`config.mk`:
```
export PLATFORM = sky130hd
export DESIGN_NAME = conv_seq
export DESIGN_NICKNAME = d
export VERILOG_FILES = /design/src/rtl/conv_seq_pkg.sv /design/src/rtl/conv_seq_pick.sv /design/src/rtl/conv_seq_tag.sv /design/src/rtl/conv_seq.sv
export SDC_FILE = /design/constraint.sdc
export NUM_CORES = 1
export LEC_CHECK = 0
export BUFFER_PORTS_ARGS = -buffer_cell sky130_fd_sc_hd__buf_2
export CAP_MARGIN = 10
export CORE_ASPECT_RATIO = 1.25
export CORE_MARGIN = 10
export CORE_UTILIZATION = 40
export CTS_CLUSTER_SIZE = 14
export DETAILED_ROUTE_END_ITERATION = 10
export HOLD_SLACK_MARGIN = 0.06
export PLACE_DENSITY = 0.72
export SYNTH_ARGS = -nofsm -noshare
export SYNTH_HDL_FRONTEND = slang
export SYNTH_SLANG_ARGS = --single-unit
```
`constraint.sdc`:
```
create_clock -name clk -period 2.6 [get_ports clk]
set_input_delay 0.39 -clock clk [delete_from_list [all_inputs] [get_ports clk]]
set_output_delay 0.39 -clock clk [all_outputs]
set_load 0.02 [all_outputs]
```
`src/rtl/conv_seq_pkg.sv`:
```
package conv_seq_pkg;
  typedef enum logic {
    SQ_IDLE = 1'b0,
    SQ_RUN  = 1'b1
  } seq_st_e;
endpackage

```
`src/rtl/conv_seq_pick.sv`:
```
// Finds the lowest set mask bit, either overall (from_start) or above cur.
module conv_seq_pick #(
  parameter int NUM_IN = 3,
  parameter int IDX_W  = 2
) (
  input  logic [NUM_IN-1:0] mask,
  input  logic [IDX_W-1:0]  cur,
  input  logic              from_start,
  output logic [IDX_W-1:0]  pick,
  output logic              hit
);
  always_comb begin
    pick = '0;
    hit  = 1'b0;
    for (int i = NUM_IN - 1; i >= 0; i--) begin
      if (mask[i] && (from_start || i > int'(cur))) begin
        pick = IDX_W'(i);
        hit  = 1'b1;
      end
    end
  end
endmodule

```
`src/rtl/conv_seq_tag.sv`:
```
// Registers a result together with the number of its input.
module conv_seq_tag #(
  parameter int IDX_W = 2,
  parameter int RES_W = 24
) (
  input  logic             clk,
  input  logic             rst,
  input  logic             take,
  input  logic [RES_W-1:0] data_in,
  input  logic [IDX_W-1:0] tag_in,
  output logic             valid,
  output logic [RES_W-1:0] data,
  output logic [IDX_W-1:0] tag
);
  always_ff @(posedge clk) begin
    if (rst) begin
      valid <= 1'b0;
      data  <= '0;
      tag   <= '0;
    end else begin
      valid <= take;
      if (take) begin
        data <= data_in;
        tag  <= tag_in;
      end
    end
  end
endmodule

```
`src/rtl/conv_seq.sv`:
```
module conv_seq #(
  parameter int NUM_IN = 3,
  parameter int RES_W  = 24,
  localparam int IDX_W = (NUM_IN > 1) ? $clog2(NUM_IN) : 1
) (
  input  logic              clk,
  input  logic              rst,
  input  logic              sw_start,
  input  logic              free_run,
  input  logic [NUM_IN-1:0] seq_mask,
  input  logic [IDX_W-1:0]  mux_sel,
  input  logic              conv_done,
  input  logic [RES_W-1:0]  conv_data,
  output logic [IDX_W-1:0]  in_sel,
  output logic              sel_stb,
  output logic              busy,
  output logic              res_valid,
  output logic [RES_W-1:0]  res_data,
  output logic [IDX_W-1:0]  res_tag
);
  import conv_seq_pkg::*;

  seq_st_e           st;
  logic [NUM_IN-1:0] mask_q;
  logic [IDX_W-1:0]  sel_q;
  logic              stb_q;
  logic [IDX_W-1:0]  first_idx, next_idx, entry_sel;
  logic              first_hit, next_hit;
  logic              trig, accept;

  // Entry point from the live mask (used at start and at free-run wrap).
  conv_seq_pick #(.NUM_IN(NUM_IN), .IDX_W(IDX_W)) u_first (
    .mask(seq_mask), .cur(IDX_W'(0)), .from_start(1'b1),
    .pick(first_idx), .hit(first_hit)
  );

  // Next input above the current one in the sampled mask.
  conv_seq_pick #(.NUM_IN(NUM_IN), .IDX_W(IDX_W)) u_next (
    .mask(mask_q), .cur(sel_q), .from_start(1'b0),
    .pick(next_idx), .hit(next_hit)
  );

  assign trig      = (st == SQ_IDLE) && (sw_start || free_run);
  assign accept    = (st == SQ_RUN) && conv_done;
  assign entry_sel = first_hit ? first_idx : mux_sel;

  always_ff @(posedge clk) begin
    if (rst) begin
      st     <= SQ_IDLE;
      mask_q <= '0;
      sel_q  <= '0;
      stb_q  <= 1'b0;
    end else begin
      stb_q <= 1'b0;
      if (trig) begin
        st     <= SQ_RUN;
        mask_q <= seq_mask;
        sel_q  <= entry_sel;
        stb_q  <= 1'b1;
      end else if (accept) begin
        if ((|mask_q) && next_hit) begin
          sel_q <= next_idx;
          stb_q <= 1'b1;
        end else if (free_run) begin
          mask_q <= seq_mask;
          sel_q  <= entry_sel;
          stb_q  <= 1'b1;
        end else begin
          st <= SQ_IDLE;
        end
      end
    end
  end

  conv_seq_tag #(.IDX_W(IDX_W), .RES_W(RES_W)) u_tag (
    .clk(clk), .rst(rst), .take(accept), .data_in(conv_data), .tag_in(sel_q),
    .valid(res_valid), .data(res_data), .tag(res_tag)
  );

  assign busy    = (st == SQ_RUN);
  assign in_sel  = sel_q;
  assign sel_stb = stb_q;

  // a run always opens with a step strobe
  a_r2_start_strobe: assert property (@(posedge clk) disable iff (rst)
    $rose(busy) |-> sel_stb);

  // within a run that does not wrap, steps only move upward
  a_r3_ascending: assert property (@(posedge clk) disable iff (rst)
    (busy && $past(busy) && sel_stb && !$past(free_run)) |-> (in_sel > $past(in_sel)));

  // with a non-empty sampled mask, the selected input is one of its bits
  a_r3_in_mask: assert property (@(posedge clk) disable iff (rst)
    (busy && (|mask_q)) |-> mask_q[in_sel]);

  // during a run a step strobe comes only from a done strobe
  a_r7_no_restart: assert property (@(posedge clk) disable iff (rst)
    (sel_stb && $past(busy)) |-> $past(conv_done));

  // busy drops only after a done strobe with free-run off
  a_r5_clear: assert property (@(posedge clk) disable iff (rst)
    $fell(busy) |-> ($past(conv_done) && !$past(free_run)));

  // a result follows only a done strobe taken while busy
  a_r8_no_idle_result: assert property (@(posedge clk) disable iff (rst)
    res_valid |-> ($past(busy) && $past(conv_done)));
endmodule

```
==> results of run 1 <==
[flip-flops by register name, indices dropped and copies added, names as in the netlist]
register and flops:
busy 1, in_sel 2, mask_q 2, sel_stb 1
u_tag.data 24, u_tag.tag 2, u_tag.valid 1
[power groups by stage]
| stage | Clock [mW] | Combinational, mW | Sequential [mW] |
|---|---|---|---|
| 2_1_floorplan | 0 | 0.0800 | 0.591 |
| 3_3_place_gp | 0 | 0.178 | 0.562 |
| 3_5_place_dp | 0 | 0.178 | 0.562 |
| 4_1_cts | 0.511 | 0.179 | 0.551 |
| 5_1_grt | 0.539 | 0.198 | 0.554 |
| 6_report | 0.498 | 0.177 | 0.551 |
[logic make-up (layout without fill, tap and decap cells)]
family	after synthesis	after routing	share of synthesized area, %
AO/OA/AOI/OAI	47	47	22.2
buffers and inverters	14	78	4.65
flip-flops	33	33	51.1
AND/OR/NAND/NOR	67	67	22.1
[per-stage QoR]
stage | power (mW) | util, % | setup slack [ps] | std cells | hold WS [ps]
floorplan | 0.671 | - | 1270 | 161 | 510
global placement | 0.739 | 51.5 | 1080 | 254 | 438
detailed placement | 0.740 | 51.5 | 1070 | 254 | 443
CTS | 1.24 | 55.1 | 1210 | 262 | 326
global route | 1.29 | 55.1 | 1070 | 262 | 330
finish | 1.23 | 55.1 | 1210 | 262 | 332
[cell type report]
class                      count  area [um2]  share of cell area [%]
clock buffer                   7        86.3                    4.95
clock inverter                 1        30.0                    1.72
inverter                       4        15.0                   0.860
multi-input combinational    114         572                    32.8
sequential                    33         661                    37.8
tap                           37        46.3                    2.65
timing repair buffer          66         335                    19.2
[Yosys cell counts, drive strengths merged (2+ instances only)]
cell / instances
nand2b: 2
a21oi: 33
clkbuf: 4
o21ai: 4
or3: 2
nand2: 55
dfxtp: 33
nor2: 4
inv: 4
buf: 6
[worst reg2reg max path, delay by kind of cell, from the launching register on]
kind	cells	cell delay [ps]
buffers and inverters	1	330
AOI/OAI and AO/OA	1	60
DFF	1	420
and+or+nand+nor	2	440
[per-layer routing]
| metal | part of all wire, % | wire, um |
|---|---|---|
| met4 | 2.3 | 83 |
| met2 | 46 | 1620 |
| met1 | 40 | 1410 |
| met5 | 0 | 0 |
| met3 | 12 | 429 |
[how the worst min path moves through the flow]
| stage | start | to | slack, ps |
|---|---|---|---|
| 6_report | conv_data[0] | u_tag.data[0] | 330 |
| 5_1_grt | conv_data[16] | u_tag.data[16] | 330 |
| 4_1_cts | conv_data[0] | u_tag.data[0] | 330 |
| 3_5_place_dp | u_tag.data[22] | u_tag.data[22] | 440 |
| 3_3_place_gp | u_tag.data[5] | u_tag.data[5] | 440 |
| 2_1_floorplan | mask_q[1] | mask_q[1] | 510 |
==> run_results.csv, run 1 <==
group,metric,value,unit
sta,worst_pin_slew,606,ps
setup_path,rrSetupSlack,1220,ps
hold_path,whs_path_depth,3,
grt,grt_pass1_wl,6160,um
die,dieWidth,70.8,um
cts,htreeDepth,2,
grt,use_met3,7.74,%
cts,path_clk_slew,70,ps
sta,drv_slew,0,
cells_and_area,fill_cells,307,
power,power_frac_clock,40.6,%
die,io_pins,65,
cells_and_area,fin_area,0.00175,mm2
hold_path,worstHoldPathType,"input pin to flop",
cts,hold_buffers,0,
setup_path,critical_path.startpoint,"in_sel[1]",
routing,wl_per_cell,13.5,um
grt,grt_max_degree,33,
power,p_sw,0.310,mW
synthesis,ys_warn_count,0,
cts,cts_tree,"built",
cells_and_area,layout_common_cells,"buf_2 (64), nand2_1 (55), dfxtp_1 (33), a21oi_1 (32), clkbuf_8 (6)",
setup_path,cp.arrival,1000,ps
cts,clk_latency,290,ps
sta,fmax,0.718,GHz
die,initial_core_util,40.8,%
place,hpwlAfterDp,2610,um
routing,ant_nets,0,
synthesis,synth-async-reset-ratio,0,%
setup_path,r2r_end,"u_tag.data[15]",
setup_path,critPathRequiredTime,2210,ps
sta,rsz0062_at_grt,"false",
grt,grt_pass1_vias,1354,
power,power.density,702,mW/mm2
synthesis,synth_ff_type,"dfxtp_1",
cells_and_area,syn2layout_area_growth,35.0,%
routing,totalWireLength,3540,um
cells_and_area,layout_commonest_cell,"buf_2",
cells_and_area,n_antenna_cell,0,
grt,met2_usage,19.5,%
setup_path,critPathMaxStageDelay,490,ps
cts,postCtsSetupBuffers,0,
synthesis,synth_area_per_cell,8.03,um2
power,combPwrFrac,14.4,%
sta,finalSetupViolCount,0,
cells_and_area,drive_above_1_share,34.7,%
setup_path,critical_path_class,"flop to output port",
synthesis,syn_inst,161,
setup_path,endpoint,"in_sel[1]",
setup_path,slowest_stage,"dfxtp_1",
cts,cts_sinks,33,
synthesis,synth_area,0.00129,mm2
die,die_area,0.00592,mm2
setup_path,cp_max_fo,9,
place,io_buffers,64,
synthesis,ys_types,27,
flow_run,drv_cap,0,
place,place_area,0.00163,mm2
sta,period_share,53.6,%
grt,track_usage,12.5,%
sta,fin_crit,1390,ps
synthesis,ys_seq_area_share,51.1,%
grt,grt-ovfl-total,0,
grt,met1_usage,13.0,%
setup_path,path_buf_inv,1,
synthesis,synth.area.top_cells,"dfxtp_1 (51%), nand2_1 (16%), a21oi_1 (12%), buf_2 (2.3%), o21bai_4 (1.5%)",
die,rows,23,
synthesis,synth_top_cell_by_area,"dfxtp_1",
synthesis,ys_seq_elements,33,
power,swShare,25.3,%
power,p_int,0.916,mW
place,gp_congestion,0.792,
setup_path,cp_cell_sequence,"buf_2",
setup_path,r2r.worst_path.cells,4,
cells_and_area,nets,258,
synthesis,synth_edf_count,0,
routing,drc_errors,0,
grt,antenna_found_initial,0,
synthesis,synth_top_area_share,51.1,%
synthesis,synth_nets,195,
setup_path,critPathCaptureType,"output port",
cts,numCtsBuffers,5,
routing,avgViaCountPerCell,4.92,
cts,cts_buffer_depth,2,
power,p_seq_share,44.9,%
setup_path,reg2reg_from,"busy",
cts,cts-root-buf,"clkbuf_8",
power,power_leakage,0.814,nW
sta,fin_tns_setup,0,ps
die,die_h,83.6,um
status,status,"completed",
setup_path,worst-path-stages,1,
sta,hold_viol,0,
power,ir_worst_vdd,0.529,mV
grt,top_usage_layer,"met2",
setup_path,cp_top_family,"flip-flops",
sta,slew_headroom,59.6,%
routing,vias,1290,
routing,dr.pass1.iters,4,
setup_path,start_kind,"flop",
die,core,0.00317,mm2
sta,fin_worst_skew,2.31,ps
cts,ctsResizeCount,0,
routing,drtIter0Drc,102,
(Power assumes the default switching activity.)
==> inputs of run 2 (changes only) <==
- ABC_AREA: default -> 1
- CORE_UTILIZATION: 40 -> 39
- PLACE_DENSITY: 0.72 -> 0.73
- clock period: 2.6 -> 1.2 ns (I/O delays scaled with it)
==> run 2 against run 1 <==
Net effect: critical endpoint is now mask_q[2]; combinational power grew to 4.1 times the previous value; clock skew grew 4.3 ps; first-iteration DRC count decreased by 12%; synthesized cell count is 5.6% higher; sequential cell count did not move.
==> run_results.csv, run 2 <==
group,metric,value,unit
status,status,"completed",
die,die_h,83.1,um
cts,clk_latency,330,ps
place,place_inst,269,
place,dpl_worst_slack,31.4,ps
sta,worst_pin_slew,218,ps
setup_path,critical_path_class,"flop to flop",
cells_and_area,syn2layout_area_growth,42.4,%
sta,fin_crit,1130,ps
setup_path,cp.arrival,1350,ps
synthesis,synth_area_per_cell,7.30,um2
power,power.density,1510,mW/mm2
sta,final.setup.worst_slack,74.7,ps
die,dieWidth,70.5,um
sta,fin_worst_skew,6.58,ps
setup_path,critPathRequiredTime,1430,ps
cts,htreeDepth,2,
synthesis,synth-async-reset-ratio,0,%
sta,fmax,0.889,GHz
die,die_area,0.00585,mm2
grt,grt_max_degree,18,
cells_and_area,layout_common_cells,"buf_2 (64), nor2_1 (62), dfxtp_1 (30), o21ai_0 (28), nand2_1 (10)",
synthesis,synth_area,0.00124,mm2
hold_path,worstHoldPathType,"input pin to flop",
die,initial_core_util,41.4,%
sta,slew_headroom,85.4,%
synthesis,synth.area.top_cells,"dfxtp_1 (53%), nor2_1 (19%), o21ai_0 (13%), nand2_1 (4.2%), inv_1 (3.0%)",
synthesis,synthTopCellsByCount,"nor2_1 (64), dfxtp_1 (33), o21ai_0 (31)",
setup_path,critPathCaptureType,"flop",
cts,cts_buffer_depth,2,
cts,numCtsBuffers,5,
routing,ant_nets,0,
grt,grt_pass1_vias,1306,
place,io_buffers,64,
cells_and_area,layout_commonest_cell,"buf_2",
routing,vias,1295,
cells_and_area,drive_above_1_share,39.8,%
synthesis,ys_seq_area_share,53.2,%
grt,grt-ovfl-total,0,
routing,avgViaCountPerCell,4.63,
cts,path_clk_slew,90,ps
setup_path,start_kind,"flop",
cells_and_area,largest_register,"u_tag.data",
setup_path,cp_max_fo,5,
synthesis,synth_ff_type,"dfxtp_1",
synthesis,ys_seq_elements,33,
power,ir_worst_vdd,1.01,mV
sta,period_share,93.8,%
sta,rsz0062_at_grt,"true",
synthesis,synth_top_area_share,53.2,%
sta,finalSetupViolCount,0,
cells_and_area,instances_no_fill,280,
routing,drc_errors,0,
sta,hold_viol,0,
die,core,0.00300,mm2
synthesis,ys_types,15,
routing,totalWireLength,3490,um
cells_and_area,final_util,58.9,%
grt,grt_pass1_wl,5830,um
routing,wl_per_cell,12.5,um
synthesis,synth.most_common_cell,"nor2_1",
cts,cts_sinks,33,
cells_and_area,nets,277,
power,power_leakage,0.913,nW
synthesis,ys_warn_count,0,
cells_and_area,n_antenna_cell,0,
synthesis,synth_edf_count,0,
die,io_pins,65,
sta,drv_slew,0,
cells_and_area,largest_reg_flops,24,
cts,cts-root-buf,"clkbuf_4",
grt,track_usage,12.0,%
place,hpwlAfterDp,2720,um
synthesis,syn_inst,170,
die,rows,22,
grt,antenna_found_initial,0,
routing,drtIter0Drc,90,
synthesis,synth_top_cell_by_area,"dfxtp_1",
routing,dr.pass1.iters,4,
synthesis,synth_nets,204,
cts,cts_tree,"built",
place,gp_congestion,0.806,
flow_run,drv_cap,0,
## run 2: cell count changes in the layout (fill, tap and decap cells not counted), moves of 5 or more
cell / before / now
nand2_1: 55 / 10
buf_4: 2 / 7
a21oi_1: 32 / 4
nor2_1: 4 / 62
clkbuf_4: 0 / 5
o21ai_0: 3 / 28
## run 2: layout make-up
type	instances	area, um2
flip-flops and latches	33	664
multi-input cells	119	544
fillers	315	1230
clock buffers	7	65.1
clock inverters	1	5.00
well taps	36	45.0
repair buffers	73	403
inverters	11	41.3
## run 2: worst paths after layout
check                                    start             end  slack, ps  cells past startpoint
worst min-delay path             conv_data[20]  u_tag.data[20]         90                      3
worst min register to register  u_tag.data[20]  u_tag.data[20]        480                      2
worst max register to register       in_sel[1]       mask_q[2]         70                      8
worst max-delay path                 in_sel[1]       mask_q[2]         70                      8
## run 2: worst max-delay path: stages, from the launching register on
cell and delay [ps]:
dfxtp_2 350, nor2_2 120, nand2_2 100, nand2_4 110, nand2_4 70, nand2_2 80, inv_1 50, nor2_1 90
nor2_1 60
## run 2: what timing repair did
action                     CTS  global route
gates resized for setup      0            19
setup buffers                0             2
hold endpoints to repair     2             0
hold buffers                 1             0
setup endpoints to repair    0             6
## run 2: cells by family (layout without fill, tap and decap cells)
logic type	count (synthesis)	after routing	synth area share, %
buf+inv	18	92	6.15
compound gates	37	37	15.2
simple gates	82	82	25.4
flops	33	33	53.2
## run 2: per-stage QoR
stage          hold slack [ps]  power, mW  instance area (um2)  setup TNS [ps]
5_1_grt                   80.1       2.87                 1770            -115
3_5_place_dp               397       1.94                 1630               0
6_report                  90.9       2.68                 1770               0
4_1_cts                   72.7       2.64                 1710               0
3_3_place_gp               400       1.92                 1630               0
2_1_floorplan              252       1.69                 1240               0
## run 2: where the power goes
| group | total [mW] | switching, mW | internal [mW] |
|---|---|---|---|
| clock network | 0.691 | 0.352 | 0.339 |
| logic | 0.719 | 0.440 | 0.279 |
| registers | 1.27 | 0.0589 | 1.21 |
| total | 2.68 | 0.851 | 1.83 |
## run 2: per-layer routing
metal | track usage [%] | vias to the layer above | routed length (um) | share of wire, %
li1 | - | 683 | - | -
met1 | 11.3 | 574 | 1280 | 37
met2 | 21.8 | 34 | 1920 | 55
met3 | 5.60 | 4 | 252 | 7.2
met4 | 4.30 | 0 | 43 | 1.2
met5 | 0 | - | 0 | 0
==> inputs of run 3 (changes only) <==
--- a/config.mk
+++ b/config.mk
@@ -17,2 +17,3 @@
 export PLACE_DENSITY = 0.73
+export SLEW_MARGIN = 20
 export SYNTH_ARGS = -nofsm -noshare
==> constraint.sdc (replaced) <==
create_clock -name clk -period 1.2 [get_ports clk]
set_input_delay 0.24 -clock clk [delete_from_list [all_inputs] [get_ports clk]]
set_output_delay 0.24 -clock clk [all_outputs]
set_load 0.02 [all_outputs]
==> run 3 against run 2 <==
Net effect: via count decreased by 1.7%; wire length decreased by 2.9%; sequential share of layout area increased by 1.1 points; clock-buffer cell count unchanged; setup slack improved by 22 ps; non-clock buffer count decreased by 2; critical endpoint is now mask_q[1].
==> run_results.csv, run 3 (synthesized netlist as in run 2, its figures left out) <==
group,metric,value,unit
status,status,"completed",
grt,grt_pass1_vias,1263,
cells_and_area,largest_reg_flops,24,
place,io_buffers,64,
power,power.density,1490,mW/mm2
grt,grt-ovfl-total,0,
die,dieWidth,70.5,um
power,swShare,31.8,%
cells_and_area,multi_input_area,526,um2
cts,cts-root-buf,"clkbuf_4",
sta,slew_headroom,83.8,%
power,combPwrFrac,26.5,%
power,ir_worst_vdd,0.859,mV
sta,fin_worst_skew,7.32,ps
routing,drtIter0Drc,51,
cts,cts_tree,"built",
routing,dr.pass1.iters,4,
die,initial_core_util,41.4,%
cts,path_clk_slew,90,ps
place,gp_congestion,0.742,
setup_path,r2r.worst_path.cells,8,
cts,htreeDepth,2,
setup_path,cp.arrival,1330,ps
power,p_seq_share,49.4,%
grt,grt_pass1_wl,5820,um
die,die_area,0.00585,mm2
sta,fin_tns_setup,0,ps
die,core,0.00300,mm2
sta,rsz0062_at_grt,"false",
place,hpwlAfterDp,2660,um
routing,wl_per_cell,12.2,um
cells_and_area,instances_no_fill,277,
power,p_sw,0.815,mW
setup_path,r2r_end,"mask_q[1]",
place,place_inst,269,
cts,numCtsBuffers,5,
routing,drc_errors,0,
setup_path,cp_max_fo,5,
cts,hold_buffers,0,
sta,hold_viol,0,
cells_and_area,layout_common_cells,"nor2_1 (64), buf_2 (64), dfxtp_1 (30), o21ai_0 (27), inv_1 (10)",
setup_path,critPathCaptureType,"flop",
sta,worst_pin_slew,241,ps
cells_and_area,n_antenna_cell,0,
setup_path,reg2reg_from,"in_sel[0]",
power,power_frac_clock,24.1,%
power,p_int,1.74,mW
sta,fin_crit,1100,ps
grt,grt_max_degree,18,
setup_path,critical_path_class,"flop to flop",
setup_path,rrSetupSlack,100,ps
sta,drv_slew,0,
setup_path,critPathRequiredTime,1430,ps
die,rows,22,
die,die_h,83.1,um
grt,antenna_found_initial,0,
routing,avgViaCountPerCell,4.60,
power,power_leakage,0.887,nW
cts,cts_buffer_depth,2,
routing,totalWireLength,3390,um
setup_path,start_kind,"flop",
hold_path,worstHoldPathType,"input pin to flop",
sta,fmax,0.907,GHz
routing,vias,1273,
cells_and_area,drive_above_1_share,37.3,%
hold_path,min_from,"rst",
cells_and_area,register_area,664,um2
sta,finalSetupViolCount,0,
cts,cts_sinks,33,
grt,track_usage,12.1,%
setup_path,critical_path.startpoint,"in_sel[0]",
hold_path,hold_end,"u_tag.valid",
cells_and_area,nets,275,
die,io_pins,65,
cells_and_area,syn2layout_area_growth,38.3,%
cts,clk_latency,330,ps
routing,ant_nets,0,
flow_run,drv_cap,0,
cells_and_area,fill_cells,333,
cells_and_area,final_util,57.2,%
cells_and_area,largest_register,"u_tag.data",
hold_path,whs_path_depth,2,
sta,period_share,91.9,%
==> run 3: cell types whose count changed in the layout (fill, tap and decap cells not counted), sizes merged <==
cell | previous run | this run
clkinv | 1 | 0
buf | 72 | 71
dlygate4sd3 | 1 | 0
==> run 3: stage by stage <==
step	hold WS (ps)	total power, mW	area [um2]	setup slack [ps]
after floorplan	312	1.69	1240	17.4
after global routing	101	2.75	1720	2.18
after global placement	457	1.92	1630	6.01
final	112	2.56	1720	97.1
after CTS	98.6	2.56	1690	37.4
after detailed placement	460	1.93	1630	0.938
==> run 3: critical path, cell delays in order (launching register included) <==
cell and delay, ps:
dfxtp_2 340, nor2_1 120, nand2_2 80, nand2_4 90, nand2_2 80, nand2_2 100, inv_1 50, nor2_1 80
nor2_1 50
==> run 3: repair_timing <==
action,CTS,global route
endpoints found under the setup margin,2,7
buffers inserted,0,1
cloned,0,0
gates resized for setup,2,12
hold endpoints to repair,0,0
pin swaps,0,2
==> run 3: layer usage <==
layer / share of wire [%] / vias up / global-route usage (%)
met3: 8.4 / 7 / 6.31
met2: 54 / 33 / 21.0
met5: 0 / - / 0
met1: 36 / 556 / 11.6
met4: 1.7 / 0 / 4.84
li1: - / 677 / -
==> run 3: layout make-up <==
type	count	area share, %
Sequential cell	33	38.7
Multi-Input combinational cell	119	30.6
Timing Repair Buffer	71	22.4
Clock buffer	7	3.21
Tap cell	36	2.62
Inverter	11	2.41
==> run 3: power groups by stage <==
stage	clock network, mW	registers (mW)	logic [mW]
after CTS	0.642	1.26	0.659
after global placement	0	1.28	0.643
after detailed placement	0	1.29	0.648
after floorplan	0	1.41	0.286
after global routing	0.701	1.28	0.768
final	0.616	1.26	0.678
==> run 3: worst max path at each step <==
stage	endpoint	slack, ps	depth (start not counted)
6_report	mask_q[1]	100	8
5_1_grt	mask_q[1]	2	8
4_1_cts	mask_q[2]	40	7
3_5_place_dp	in_sel[0]	0.9	7
3_3_place_gp	mask_q[2]	6	7
2_1_floorplan	in_sel[0]	20	7
